<file path="config.mk">
export PLATFORM = sky130hd
export DESIGN_NAME = evt_irq_ctl
export DESIGN_NICKNAME = d
export VERILOG_FILES = /design/src/rtl/evt_irq_pkg.sv /design/src/rtl/evt_status.sv /design/src/rtl/key_reset.sv /design/src/rtl/irq_merge.sv /design/src/rtl/evt_irq_ctl.sv
export SDC_FILE = /design/constraint.sdc
export NUM_CORES = 1
export LEC_CHECK = 0
export ABC_AREA = 1
export BUFFER_PORTS_ARGS = -buffer_cell sky130_fd_sc_hd__buf_2
export CAP_MARGIN = 25
export CORE_UTILIZATION = 45
export CTS_CLUSTER_SIZE = 28
export DETAILED_ROUTE_END_ITERATION = 12
export GPL_ROUTABILITY_DRIVEN = 1
export PLACE_DENSITY = 0.86
export SLEW_MARGIN = 20
export SYNTH_ARGS = -nofsm -noshare
export SYNTH_HDL_FRONTEND = slang
export SYNTH_SLANG_ARGS = --single-unit
</file>
<file path="constraint.sdc">
create_clock -name clk -period 1.7 [get_ports clk]
set_input_delay 0.34 -clock clk [delete_from_list [all_inputs] [get_ports clk]]
set_output_delay 0.34 -clock clk [all_outputs]
set_load 0.03 [all_outputs]
</file>
<file path="src/rtl/evt_irq_pkg.sv">
package evt_irq_pkg;

    // Register offsets (software-visible map)
    localparam int unsigned OFS_GIE   = 32'h1C;
    localparam int unsigned OFS_STAT  = 32'h20;
    localparam int unsigned OFS_MASK  = 32'h28;
    localparam int unsigned OFS_RKEY  = 32'h40;

    // Bit position of the global enable inside its register
    localparam int unsigned GIE_BIT   = 31;

    // Decoded write selects
    typedef struct packed {
        logic gie_we;
        logic stat_we;
        logic mask_we;
        logic rkey_we;
    } wr_sel_t;

    typedef enum logic [2:0] {
        RD_NONE, RD_GIE, RD_STAT, RD_MASK
    } rd_sel_e;

    function automatic wr_sel_t decode_wr(logic wr, int unsigned ofs);
        wr_sel_t s;
        s.gie_we  = wr && (ofs == OFS_GIE);
        s.stat_we = wr && (ofs == OFS_STAT);
        s.mask_we = wr && (ofs == OFS_MASK);
        s.rkey_we = wr && (ofs == OFS_RKEY);
        return s;
    endfunction

    function automatic rd_sel_e decode_rd(int unsigned ofs);
        case (ofs)
            OFS_GIE:  return RD_GIE;
            OFS_STAT: return RD_STAT;
            OFS_MASK: return RD_MASK;
            default:  return RD_NONE;
        endcase
    endfunction

endpackage

</file>
<file path="src/rtl/evt_status.sv">
module evt_status #(
    parameter int NUM_EVT = 6
) (
    input  logic               clk,
    input  logic               rst,
    input  logic               kill,
    input  logic [NUM_EVT-1:0] evt,
    input  logic [NUM_EVT-1:0] clr,
    output logic [NUM_EVT-1:0] stat_q
);

    for (genvar i = 0; i < NUM_EVT; i++) begin : g_bit
        always_ff @(posedge clk) begin
            if (rst || kill)
                stat_q[i] <= 1'b0;
            else if (evt[i])
                stat_q[i] <= 1'b1;
            else if (clr[i])
                stat_q[i] <= 1'b0;
        end

        AST_EVT_LATCH: assert property (@(posedge clk) disable iff (rst)
            (evt[i] && !kill) |=> stat_q[i]);
        AST_W1C_CLEAR: assert property (@(posedge clk) disable iff (rst)
            (clr[i] && !evt[i] && !kill) |=> !stat_q[i]);
        AST_STAT_HOLD: assert property (@(posedge clk) disable iff (rst)
            (!clr[i] && !evt[i] && !kill) |=> $stable(stat_q[i]));
    end

endmodule

</file>
<file path="src/rtl/key_reset.sv">
module key_reset #(
    parameter int               DATA_W = 32,
    parameter logic [DATA_W-1:0] KEY   = 'h0A
) (
    input  logic              clk,
    input  logic              rst,
    input  logic              key_we,
    input  logic [DATA_W-1:0] wdata,
    output logic              kill,
    output logic              core_rst
);

    assign kill = key_we && (wdata == KEY);

    always_ff @(posedge clk) begin
        if (rst)
            core_rst <= 1'b0;
        else
            core_rst <= kill;
    end

endmodule

</file>
<file path="src/rtl/irq_merge.sv">
module irq_merge #(
    parameter int NUM_EVT = 6
) (
    input  logic               gie,
    input  logic [NUM_EVT-1:0] stat,
    input  logic [NUM_EVT-1:0] mask,
    output logic               irq
);

    logic [NUM_EVT:0] chain;

    assign chain[0] = 1'b0;
    for (genvar i = 0; i < NUM_EVT; i++) begin : g_or
        assign chain[i+1] = chain[i] | (stat[i] & mask[i]);
    end

    assign irq = gie & chain[NUM_EVT];

endmodule

</file>
<file path="src/rtl/evt_irq_ctl.sv">
module evt_irq_ctl
    import evt_irq_pkg::*;
#(
    parameter int                NUM_EVT = 6,
    parameter int                ADDR_W  = 8,
    parameter int                DATA_W  = 32,
    parameter logic [DATA_W-1:0] RST_KEY = 'h0A
) (
    input  logic               clk,
    input  logic               rst,
    input  logic               reg_wr,
    input  logic [ADDR_W-1:0]  reg_addr,
    input  logic [DATA_W-1:0]  reg_wdata,
    output logic [DATA_W-1:0]  reg_rdata,
    input  logic [NUM_EVT-1:0] evt_pulse,
    output logic               irq,
    output logic               core_rst
);

    localparam int PAD_W = DATA_W - NUM_EVT;

    wr_sel_t            wsel;
    rd_sel_e            rsel;
    logic               kill;
    logic               gie_q;
    logic [NUM_EVT-1:0] mask_q;
    logic [NUM_EVT-1:0] stat_q;
    logic [NUM_EVT-1:0] clr_mask;

    assign wsel     = decode_wr(reg_wr, 32'(reg_addr));
    assign rsel     = decode_rd(32'(reg_addr));
    assign clr_mask = wsel.stat_we ? reg_wdata[NUM_EVT-1:0] : '0;

    always_ff @(posedge clk) begin
        if (rst)
            gie_q <= 1'b0;
        else if (wsel.gie_we)
            gie_q <= reg_wdata[GIE_BIT];
    end

    always_ff @(posedge clk) begin
        if (rst || kill)
            mask_q <= '0;
        else if (wsel.mask_we)
            mask_q <= reg_wdata[NUM_EVT-1:0];
    end

    evt_status #(.NUM_EVT(NUM_EVT)) u_status (
        .clk    (clk),
        .rst    (rst),
        .kill   (kill),
        .evt    (evt_pulse),
        .clr    (clr_mask),
        .stat_q (stat_q)
    );

    key_reset #(.DATA_W(DATA_W), .KEY(RST_KEY)) u_key (
        .clk      (clk),
        .rst      (rst),
        .key_we   (wsel.rkey_we),
        .wdata    (reg_wdata),
        .kill     (kill),
        .core_rst (core_rst)
    );

    irq_merge #(.NUM_EVT(NUM_EVT)) u_merge (
        .gie  (gie_q),
        .stat (stat_q),
        .mask (mask_q),
        .irq  (irq)
    );

    always_comb begin
        reg_rdata = '0;
        case (rsel)
            RD_GIE:  reg_rdata[GIE_BIT] = gie_q;
            RD_STAT: reg_rdata = {{PAD_W{1'b0}}, stat_q};
            RD_MASK: reg_rdata = {{PAD_W{1'b0}}, mask_q};
            default: reg_rdata = '0;
        endcase
    end

    AST_GIE_GATES: assert property (@(posedge clk) disable iff (rst)
        !gie_q |-> !irq);
    AST_KEY_WIPES: assert property (@(posedge clk) disable iff (rst)
        core_rst |-> (stat_q == '0 && mask_q == '0));
    AST_RST_ON_KEY: assert property (@(posedge clk) disable iff (rst)
        core_rst |-> $past(reg_wr && 32'(reg_addr) == OFS_RKEY
                           && reg_wdata == RST_KEY));

endmodule

</file>
==> impl.org <==
** Timing
- Number of endpoints with negative hold slack in the final report :: 0
- The clock period could shrink to 1.62 ns.
- Post-route setup slack :: ~0.079 ns
- Top achievable clock speed :: about 620 MHz
- Setup repair after global routing left no endpoint under its margin.
- The number of pins exceeding their max-slew limit in the final report was 0.
- Setup violations remaining at the end of the flow were counted as 0.
- Setup total negative slack on the finished layout was measured at 0 ns.
- Final worst-path cycle share :: 0.953
- Worst Skew :: 0 ns

** Placed design
- GPL Wtd Cong :: 0.795
- The count of buffers added on input and output ports is 57.
- Placement-stage worst setup slack :: 0.0845 ns
- Detailed placement ended at an HPWL of between 2000 and 2500 µm.

** Power and ir drop
- For this design the static power due to leakage is a little under 0.9 nW.
- The worst-case IR drop observed on VDD is about 0.54 mV.
- Dividing total power by cell area gives a power density of roughly 520 nW/µm².

** Job
- Max-cap viol count :: 0

** Cells and area
- Relative to the synthesized area, the layout overhead comes to 21.8%.
- The multi-input combinational cells in the finished layout cover a total of about 700 µm².
- The layout has ~270 filler cells.
- Area used by sequential logic in the layout :: around 280 µm²
- In the final design database the tool counted 312 nets.
- In the final layout, the share of cells above drive strength 1 is 0.332.
- Count of antenna diodes in the layout :: 0

** Setup path
- Crit Path Max Fanout :: 12
- Sort of element at the end of the critical path :: output port
- In this design, the stage delay of the slowest critical-path cell is about 0.19 ns.
- The worst setup path is launched from an input port.
- For the worst setup path, the data arrival time is about 1.3 ns.
- Worst path most repeated cell :: sky130_fd_sc_hd__nand2_1
- Critical path class :: input port to output port
- Critical-path cell with the highest stage delay :: sky130_fd_sc_hd__clkbuf_4
- Buffer and inverter count on the worst path :: 3
- Crit path max-delay family :: simple AND/OR/NAND/NOR gates
- Required arrival time at the worst endpoint :: around 1.4 ns
- Cell Chain, Critical Path :: buf_2 -> nor2_4 -> nand2_1 -> nor2_2 -> buf_12 -> nand2_1 -> nand2_1 -> clkbuf_4

** Drt
- After detailed routing, the average wire length per cell comes to between 8 and 9 µm.
- Final wirelength :: about 2600 µm
- Detailed Route Iter0 Violations :: 24
- The count of nets left with antenna violations once routing finished came out at 0.
- The first detailed-routing pass took 4 iterations.
- Count of unresolved DRC violations after routing :: 0
- Vias/cell :: ~4.2
- Routed vias :: 1,227

** Floorplan
- For this design the top-level I/O count stands at 83.
- Die height :: between 50 and 60 µm
- The region available for standard cell placement spans around 2500 µm².
- For this configuration, the core starts out at a cell density of 0.490.
- Std-Cell Rows :: 18
- The die covers 2990 µm².
- Measured along the x axis, the die boundary spans 54.7 µm.

** Clock tree
- Postcts setup bufs :: 0
- Clock slew at reported path FFs :: roughly 0.08 ns
- Count of hold-fix buffers inserted at cts :: 0
- Total CTS buffers :: 3
- After clock tree synthesis, the repair step resized 0 gates.
- TritonCTS clock tree :: built
- Buffer depth of the longest clock path :: 2
- The later pin in the worst-skew pair is clocked with a latency of around 0.27 ns.
- Clock root buffer :: sky130_fd_sc_hd__clkbuf_4
- CTS saw 14 sinks.
- Number of H-tree branching levels :: 1

** Worst hold path
- The worst hold path belongs to the class input port to flop.

** Synthesis
- Yosys printed 0 warnings.
- The synthesized design contains 14 register bits.
- Synthesis produced a netlist whose cell count is about 200.
- The share of the Yosys chip area taken by registers is 0.225.
- Average footprint of a synthesized cell :: 6.15 µm²
- Counting distinct cell types in the post-synthesis netlist gives 20.
- Netlist area before placement :: 1250 µm²
- After synthesis, the largest family of logic cells by area is simple AND/OR/NAND/NOR gates.
- Of the total synthesized cell area, the portion taken by XOR and XNOR cells is 0.
- Compound-Gate Fraction of Synth Area :: 0.0742
- Fraction of the mapped netlist area in adder cells :: 0
- After synthesis, the share of cell area in mux cells is 0.
- Of the total synthesized cell area, the portion taken by AND, OR, NAND and NOR gates is 0.400.

** GRT
- The first global-routing pass estimated about 4000 µm of wire.
- Entering global routing, the biggest net connects 13 pins.
- Summed over all layers, the global routing overflow is 0.
- The number of antenna violations at the first check in global routing was 0.
- GRT Total Usage :: 0.183
- Via count of the first global-routing pass :: approximately 1,000

** Status
- Status :: complete, no violations
-- per-layer routing --
metal / global-route usage / share of wire / routed length, µm
met1: 0.238 / 0.44 / 1150
met2: 0.303 / 0.45 / 1180
met3: 0.0444 / 0.093 / 241
met4: 0.0385 / 0.0081 / 21
met5: 0 / 0 / 0
-- power by group --
group	switching, W	internal [W]
sequential	0.00000739	0.000338
combinational	0.000145	0.0000662
clock	0.000107	0.000130
total	0.000260	0.000535
-- flip-flops by register name, summed over array words and instances, names as in the netlist --
register	count
mask_q	6
u_key.core_rst	1
u_status.stat_q	6
gie_q	1
-- through the flow --
| step | area, µm² | hold slack (ns) | util | total power (W) | std cells |
|---|---|---|---|---|---|
| floorplan | 1340 | 0.412 | - | 0.000535 | 227 |
| global placement | 1470 | 0.513 | 0.578 | 0.000561 | 288 |
| detailed placement | 1470 | 0.517 | 0.578 | 0.000563 | 288 |
| CTS | 1510 | 0.219 | 0.592 | 0.000802 | 292 |
| global route | 1520 | 0.225 | 0.597 | 0.000838 | 292 |
| finish | 1520 | 0.226 | 0.597 | 0.000794 | 292 |
-- worst paths after layout --
check | startpoint | end | slack, ns | cells after the start
max | reg_addr[7] | reg_rdata[2] | 0.08 | 8
min | rst | u_key.core_rst$_SDFF_PP0_ | 0.23 | 2
max reg2reg | mask_q[4]$_SDFFE_PP0P_ | mask_q[4]$_SDFFE_PP0P_ | 0.98 | 4
min reg2reg | u_status.stat_q[3]$_SDFFE_PP0P_ | u_status.stat_q[3]$_SDFFE_PP0P_ | 0.54 | 2
-- layout by cell type (no fill, tap or decap) --
cell,Yosys,layout
sky130_fd_sc_hd__a21oi_1,8,8
sky130_fd_sc_hd__and2_1,1,1
sky130_fd_sc_hd__buf_12,0,1
sky130_fd_sc_hd__buf_2,0,53
sky130_fd_sc_hd__buf_4,27,3
sky130_fd_sc_hd__clkbuf_4,0,6
sky130_fd_sc_hd__clkbuf_8,0,1
sky130_fd_sc_hd__conb_1,1,25
sky130_fd_sc_hd__dfxtp_1,14,14
sky130_fd_sc_hd__inv_1,36,36
sky130_fd_sc_hd__inv_2,3,3
sky130_fd_sc_hd__nand2_1,46,46
sky130_fd_sc_hd__nand2_2,1,1
sky130_fd_sc_hd__nand2_4,1,1
sky130_fd_sc_hd__nand3_1,15,15
sky130_fd_sc_hd__nand3_4,1,1
sky130_fd_sc_hd__nand4_1,2,2
sky130_fd_sc_hd__nor2_1,27,26
sky130_fd_sc_hd__nor2_2,7,8
sky130_fd_sc_hd__nor2_4,2,2
sky130_fd_sc_hd__nor2_8,1,1
sky130_fd_sc_hd__nor3_1,2,2
sky130_fd_sc_hd__o21ai_2,6,6
-- Yosys cell counts --
library cell | number | area, µm²
sky130_fd_sc_hd__nand2_2 | 1 | 6.26
sky130_fd_sc_hd__buf_4 | 27 | 203
sky130_fd_sc_hd__o21ai_2 | 6 | 52.6
sky130_fd_sc_hd__inv_1 | 36 | 135
sky130_fd_sc_hd__nand2_1 | 46 | 173
sky130_fd_sc_hd__and2_1 | 1 | 6.26
sky130_fd_sc_hd__nand4_1 | 2 | 12.5
sky130_fd_sc_hd__nand3_4 | 1 | 17.5
sky130_fd_sc_hd__buf_6 | 2 | 22.5
sky130_fd_sc_hd__nand2_4 | 1 | 11.3
sky130_fd_sc_hd__dfxtp_1 | 14 | 280
sky130_fd_sc_hd__nor2_4 | 2 | 22.5
sky130_fd_sc_hd__nor3_1 | 2 | 10.0
sky130_fd_sc_hd__inv_2 | 3 | 11.3
sky130_fd_sc_hd__a21oi_1 | 8 | 40.0
sky130_fd_sc_hd__conb_1 | 1 | 3.75
sky130_fd_sc_hd__nor2_8 | 1 | 20.0
sky130_fd_sc_hd__nor2_1 | 27 | 101
sky130_fd_sc_hd__nor2_2 | 7 | 43.8
sky130_fd_sc_hd__nand3_1 | 15 | 75.1
-- logic make-up after synthesis --
| group | Yosys count |
|---|---|
| and+or+nand+nor | 106 |
| AOI/OAI and AO/OA | 14 |
| buffers and inverters | 68 |
| other | 1 |
| DFF | 14 |
-- final cells by class --
type	instances	area share
clock buffers	4	0.0239
inverters	39	0.0964
multi-input cells	145	0.453
flip-flops and latches	14	0.185
well taps	30	0.0247
repair buffers	60	0.217
Note: power is estimated with default switching activity, not from simulation.
